==> src/rtl/dx_pkg.sv <==
package dx_pkg;

    // Pair of one-cycle token-handover pulses on the expansion lines
    typedef struct packed {
        logic wr;
        logic rd;
    } dx_xpulse_t;

    // Strobes that actually take effect inside one slice
    typedef struct packed {
        logic do_wr;
        logic do_rd;
    } dx_fire_t;

    // Index of the ring neighbour that feeds slice i
    function automatic int dx_prev(input int i, input int n);
        return (i == 0) ? n - 1 : i - 1;
    endfunction

endpackage

==> src/rtl/dx_ptr.sv <==
module dx_ptr #(
    parameter int DEPTH = 8,
    localparam int PTR_W = (DEPTH > 1) ? $clog2(DEPTH) : 1
) (
    input  logic             clk,
    input  logic             rst,
    input  logic             inc,
    output logic [PTR_W-1:0] ptr,
    output logic             at_last
);
    assign at_last = (ptr == PTR_W'(DEPTH - 1));

    always_ff @(posedge clk) begin
        if (rst) begin
            ptr <= '0;
        end else if (inc) begin
            ptr <= at_last ? '0 : ptr + PTR_W'(1);
        end
    end
endmodule

==> src/rtl/dx_token_cell.sv <==
module dx_token_cell (
    input  logic clk,
    input  logic rst,
    input  logic first_load_n,
    input  logic take,
    input  logic fire,
    input  logic at_last,
    output logic hold,
    output logic pass
);
    // Handover happens on the strobe that touches the last location
    assign pass = fire & at_last;

    always_ff @(posedge clk) begin
        if (rst) begin
            hold <= ~first_load_n;
        end else if (take) begin
            hold <= 1'b1;
        end else if (pass) begin
            hold <= 1'b0;
        end
    end
endmodule

==> src/rtl/dx_slice_ram.sv <==
module dx_slice_ram #(
    parameter int DEPTH = 8,
    parameter int WIDTH = 9,
    localparam int PTR_W = (DEPTH > 1) ? $clog2(DEPTH) : 1
) (
    input  logic             clk,
    input  logic             we,
    input  logic [PTR_W-1:0] waddr,
    input  logic [WIDTH-1:0] wdata,
    input  logic [PTR_W-1:0] raddr,
    output logic [WIDTH-1:0] rdata
);
    logic [WIDTH-1:0] mem [DEPTH];

    always_ff @(posedge clk) begin
        if (we) begin
            mem[waddr] <= wdata;
        end
    end

    assign rdata = mem[raddr];
endmodule

==> src/rtl/dx_slice.sv <==
module dx_slice
    import dx_pkg::*;
#(
    parameter int DEPTH = 8,
    parameter int WIDTH = 9,
    localparam int PTR_W = (DEPTH > 1) ? $clog2(DEPTH) : 1,
    localparam int CNT_W = $clog2(DEPTH + 1)
) (
    input  logic             clk,
    input  logic             rst,
    input  logic             first_load_n,
    input  logic             wr_en,
    input  logic [WIDTH-1:0] wr_data,
    input  logic             rd_en,
    input  dx_xpulse_t       xin,
    output dx_xpulse_t       xout,
    output logic [WIDTH-1:0] q,
    output logic             q_oe,
    output logic             full_n,
    output logic             empty_n,
    output logic             wtok,
    output logic             rtok
);
    logic [CNT_W-1:0] count;
    logic [PTR_W-1:0] wptr, rptr;
    logic             w_last, r_last;
    logic             is_full, is_empty;
    dx_fire_t         fire;

    assign is_full  = (count == CNT_W'(DEPTH));
    assign is_empty = (count == '0);
    assign full_n   = ~is_full;
    assign empty_n  = ~is_empty;

    assign fire.do_wr = wr_en & wtok & ~is_full;
    assign fire.do_rd = rd_en & rtok & ~is_empty;

    dx_ptr #(.DEPTH(DEPTH)) u_wptr (
        .clk(clk), .rst(rst), .inc(fire.do_wr), .ptr(wptr), .at_last(w_last)
    );
    dx_ptr #(.DEPTH(DEPTH)) u_rptr (
        .clk(clk), .rst(rst), .inc(fire.do_rd), .ptr(rptr), .at_last(r_last)
    );

    dx_token_cell u_wtok (
        .clk(clk), .rst(rst), .first_load_n(first_load_n), .take(xin.wr),
        .fire(fire.do_wr), .at_last(w_last), .hold(wtok), .pass(xout.wr)
    );
    dx_token_cell u_rtok (
        .clk(clk), .rst(rst), .first_load_n(first_load_n), .take(xin.rd),
        .fire(fire.do_rd), .at_last(r_last), .hold(rtok), .pass(xout.rd)
    );

    dx_slice_ram #(.DEPTH(DEPTH), .WIDTH(WIDTH)) u_ram (
        .clk(clk), .we(fire.do_wr), .waddr(wptr), .wdata(wr_data),
        .raddr(rptr), .rdata(q)
    );

    assign q_oe = rtok & ~is_empty;

    always_ff @(posedge clk) begin
        if (rst) begin
            count <= '0;
        end else begin
            case ({fire.do_wr, fire.do_rd})
                2'b10:   count <= count + CNT_W'(1);
                2'b01:   count <= count - CNT_W'(1);
                default: count <= count;
            endcase
        end
    end
endmodule

==> src/rtl/dx_chain_fifo.sv <==
module dx_chain_fifo
    import dx_pkg::*;
#(
    parameter int N_SLICES = 4,
    parameter int DEPTH    = 8,
    parameter int WIDTH    = 9
) (
    input  logic             clk,
    input  logic             rst,
    input  logic             wr_en,
    input  logic [WIDTH-1:0] wr_data,
    input  logic             rd_en,
    output logic [WIDTH-1:0] rd_data,
    output logic             full_n,
    output logic             empty_n
);
    dx_xpulse_t       xo [N_SLICES];
    logic [WIDTH-1:0] q  [N_SLICES];
    logic [N_SLICES-1:0] oe_vec, wtok_vec, rtok_vec, fn_vec, en_vec;
    logic [N_SLICES-1:0] wxo_vec, rxo_vec;

    for (genvar i = 0; i < N_SLICES; i++) begin : g_slice
        localparam int PREV = dx_prev(i, N_SLICES);
        dx_slice #(.DEPTH(DEPTH), .WIDTH(WIDTH)) u_slice (
            .clk          (clk),
            .rst          (rst),
            .first_load_n ((i == 0) ? 1'b0 : 1'b1),
            .wr_en        (wr_en),
            .wr_data      (wr_data),
            .rd_en        (rd_en),
            .xin          (xo[PREV]),
            .xout         (xo[i]),
            .q            (q[i]),
            .q_oe         (oe_vec[i]),
            .full_n       (fn_vec[i]),
            .empty_n      (en_vec[i]),
            .wtok         (wtok_vec[i]),
            .rtok         (rtok_vec[i])
        );
        assign wxo_vec[i] = xo[i].wr;
        assign rxo_vec[i] = xo[i].rd;
    end

    // Composite active-low flags: low only when every slice is low
    assign full_n  = |fn_vec;
    assign empty_n = |en_vec;

    always_comb begin
        rd_data = '0;
        for (int i = 0; i < N_SLICES; i++) begin
            if (oe_vec[i]) begin
                rd_data = rd_data | q[i];
            end
        end
    end
endmodule

==> config.mk <==
export PLATFORM = sky130hd
export DESIGN_NAME = dx_chain_fifo
export DESIGN_NICKNAME = d
export VERILOG_FILES = /design/src/rtl/dx_pkg.sv /design/src/rtl/dx_ptr.sv /design/src/rtl/dx_token_cell.sv /design/src/rtl/dx_slice_ram.sv /design/src/rtl/dx_slice.sv /design/src/rtl/dx_chain_fifo.sv
export SDC_FILE = /design/constraint.sdc
export NUM_CORES = 1
export LEC_CHECK = 0
export CAP_MARGIN = 0
export CORE_AREA = 2 2 163 165
export DETAILED_ROUTE_END_ITERATION = 10
export DIE_AREA = 0 0 165 167
export GPL_TIMING_DRIVEN = 0
export PLACE_DENSITY_LB_ADDON = 0.3
export SLEW_MARGIN = 20
export SYNTH_ARGS = -nofsm -noshare
export SYNTH_HDL_FRONTEND = slang
export SYNTH_HIERARCHICAL = 1
export SYNTH_SLANG_ARGS = --single-unit
==> constraint.sdc <==
create_clock -name clk -period 2 [get_ports clk]
set_input_delay 0.5 -clock clk [delete_from_list [all_inputs] [get_ports clk]]
set_output_delay 0.5 -clock clk [all_outputs]
set_load 0.01 [all_outputs]
==> run summary <==
Startpoint types -> flip-flop
Setup TNS -> -10.88 ns
Static Leak -> 5.97 nW
Die area -> 27600 um2
FF-to-FF path depth -> 12
Fin worst setup slack -> -0.938 ns
DR DRC count -> 0
Fin nets -> 959
Worst path depth -> 6
GPL Wtd Cong -> 0.767
Crit-path leading delay family -> multiplexers
Violated checks -> negative setup slack
Tcrit/Tclk final -> 147%
CP Class -> flip-flop to output pin
Int Power -> 12.9 mW
First DRT Iteration DRCs -> 624
Syn Area/Cell -> 18.4 um2
RSZ-0062 raised after global routing -> yes
Grt ovf -> 0
Commonest non-fill, non-tap cells in the layout -> edfxtp_1, mux4_2, buf_4, clkbuf_16
Synth area leader -> edfxtp_1
Layout cells sized above 1 -> 43.2%
Top cell type's share of synthesized area -> 62.2%
Post-synthesis mux area share -> 18.3%
Combinational Power Share -> 15.4%
Antenna-violating nets left -> 0
Clk sink count -> 336
CP bufs+invs -> 2
Crit end category -> output pin
Pin count of the biggest net entering global routing -> 61
Synthesis-stage register bit count -> 336
Worst Path Max Fanout -> 5
1st-pass router iterations -> 5
Non-filler instance count after layout -> 1278
Worst Hold Launch -> rst
Crit path from -> g_slice[0].u_slice/u_rptr/ptr[0]
Synth-to-Final Area Change -> 23.2%
Hpwl dp -> 18.2 mm
Hold Crit Depth -> 2
Crit path time final -> 2.94 ns
Max-Cap Viols -> 0
Vias in the first global route -> 8103
Global-route wire length before repair -> 47.0 mm
Main combinational cell family by area after synthesis -> multiplexers
Synth Cell Area -> 14300 um2
Die span in x -> 165 um
Synth area leaders -> edfxtp_1, mux4_1, dfxtp_1
Arrival time of the worst setup path -> 2.44 ns
Final setup vio count -> 21
Final Hold Fails -> 0
HP Class -> primary input to flip-flop
Clock slew at reported path FFs -> 0.06 ns
Number of I/O pins -> 24
WHS -> 0.526 ns
Port bufs -> 23
Core ar. -> 25800 um2
Cell count after synthesis -> 775
Total power -> 16.9 mW
Synth Area in XOR/XNOR -> 0.735%
Psw -> 3.98 mW
Hold-fix buffers, CTS -> 0
Sequential group share of total power -> 47.2%
Synth Area in Compound Gates -> 2.42%
Setup Skew -> 0.0129 ns
Routed wire length -> 31.4 mm
Peak VDD IR -> 0.756 mV
CP peak stage delay -> 0.54 ns
Drt wl/cell -> 24.6 um
Clk_lat worst skew -> 0.51 ns
Crit path required time -> 1.50 ns
Status -> complete, but fails checks
Power per standard cell area -> 959 nW/um2
Std-Cell Rows -> 59
Die Height -> 167 um
Max Slew Vio Count -> 0
Max Clk Rate -> 340 MHz
Worst slew pin tran -> 0.797 ns
Initial antenna violation count -> 0
CTS root buf -> clkbuf_16
Worst flop-to-flop path startpoint -> g_slice[0].u_slice/count[0]
Ant. Diodes -> 0
Post-synthesis simple-gate area fraction -> 6.54%
Yosys Warn Count -> 6
CTS tree -> built
Starting Density -> 55.5%
Critical path, cell by cell -> buf_12, mux4_2, mux2_4, a22oi_2, nand2_2, buf_6
CTS max path bufs -> 3
Vias per inst -> 6.03
Dpl cells -> 1140
Total vias in the final route -> 7700
Switching Fraction -> 23.5%
Number of CTS-inserted buffers -> 34
GRT Total Usage -> 23.0%
H-tree depth -> 2
Clock share of power -> 37.4%
Slew margin rel. -> 46.9%
Post-Synth Adder-Cell Area -> 2.45%
Netlist cell types -> 34
Final Util -> 68.4%
Sequential share of the synthesized area -> 67.8%
Cell at the slowest stage of the critical path -> mux4_2
Most common cell after layout, fill and taps aside -> edfxtp_1
[registers in the layout, summed over array words and instances, names as in the netlist]
signal                       cells
g_slice.u_slice/u_ram/mem      288
g_slice.u_slice/count           16
g_slice.u_slice/u_rptr/ptr      12
g_slice.u_slice/u_wptr/ptr      12
g_slice.u_slice/u_rtok/hold      4
g_slice.u_slice/u_wtok/hold      4
[synth_stat cells (all sizes together)]
master	n
edfxtp	296
mux4	72
nor2	52
dfxtp	40
mux2	40
ha	28
mux2i	28
nand2b	24
nand2	21
a21oi	20
buf	20
a22oi	18
and2b	16
or3	16
and2	12
inv	12
nor3	12
xor2	12
or3b	8
a31oi	4
and3	4
clkbuf	4
nand3	4
o21ai	4
o32ai	4
conb	2
or4	2
[cell families after synthesis]
kind of cell,after synthesis
flops,336
simple gates,171
mux,140
compound gates,50
buf+inv,36
fa+ha+maj,28
xor+xnor,12
other cells,2
[power groups by stage]
| stage | Combinational (mW) | Sequential (mW) | Clock [mW] |
|---|---|---|---|
| 2_1_floorplan | 1.22 | 8.03 | 0 |
| 3_3_place_gp | 1.84 | 8.05 | 0 |
| 3_5_place_dp | 1.92 | 8.08 | 0 |
| 4_1_cts | 2.49 | 7.94 | 6.39 |
| 5_1_grt | 2.77 | 7.98 | 6.69 |
| 6_report | 2.61 | 7.97 | 6.32 |
[per-stage QoR]
stage | setup slack, ns | instance area, um2
floorplan | -0.139 | 14400
global placement | -1.39 | 15000
detailed placement | -1.21 | 15100
CTS | -0.982 | 17500
global route | -0.980 | 17600
finish | -0.938 | 17600
[what timing repair did]
item | in CTS | in global routing
gates resized for setup | 238 | 46
pin swaps | 73 | 22
gates cloned | 2 | 2
setup endpoints to repair | 308 | 162
buffers inserted | 70 | 11
[cell type report]
type / instances / area (um2)
multi-input combinational: 409 / 4990
clock inverter: 20 / 209
sequential: 336 / 9740
inverter: 12 / 52.6
timing repair buffer: 105 / 1100
fill: 1591 / 8150
buffer: 20 / 199
tap: 335 / 419
clock buffer: 41 / 908
[worst paths after layout]
check	end	slack [ns]
setup / recovery	rd_data[4]	-0.94
hold / removal	g_slice[1].u_slice/count[1]	0.53
setup reg to reg	g_slice[0].u_slice/count[2]	-0.42
hold reg to reg	g_slice[3].u_slice/u_rptr/ptr[1]	0.54
[metal layers]
| metal | track usage (%) | vias up | wire length, um |
|---|---|---|---|
| met2 | 39.5 | 235 | 16600 |
| met4 | 7.37 | 0 | 813 |
| met3 | 2.91 | 57 | 1390 |
| met5 | 0 | - | 0 |
| li1 | - | 3381 | - |
| met1 | 30.6 | 4027 | 12700 |
(Power assumes the default switching activity.)
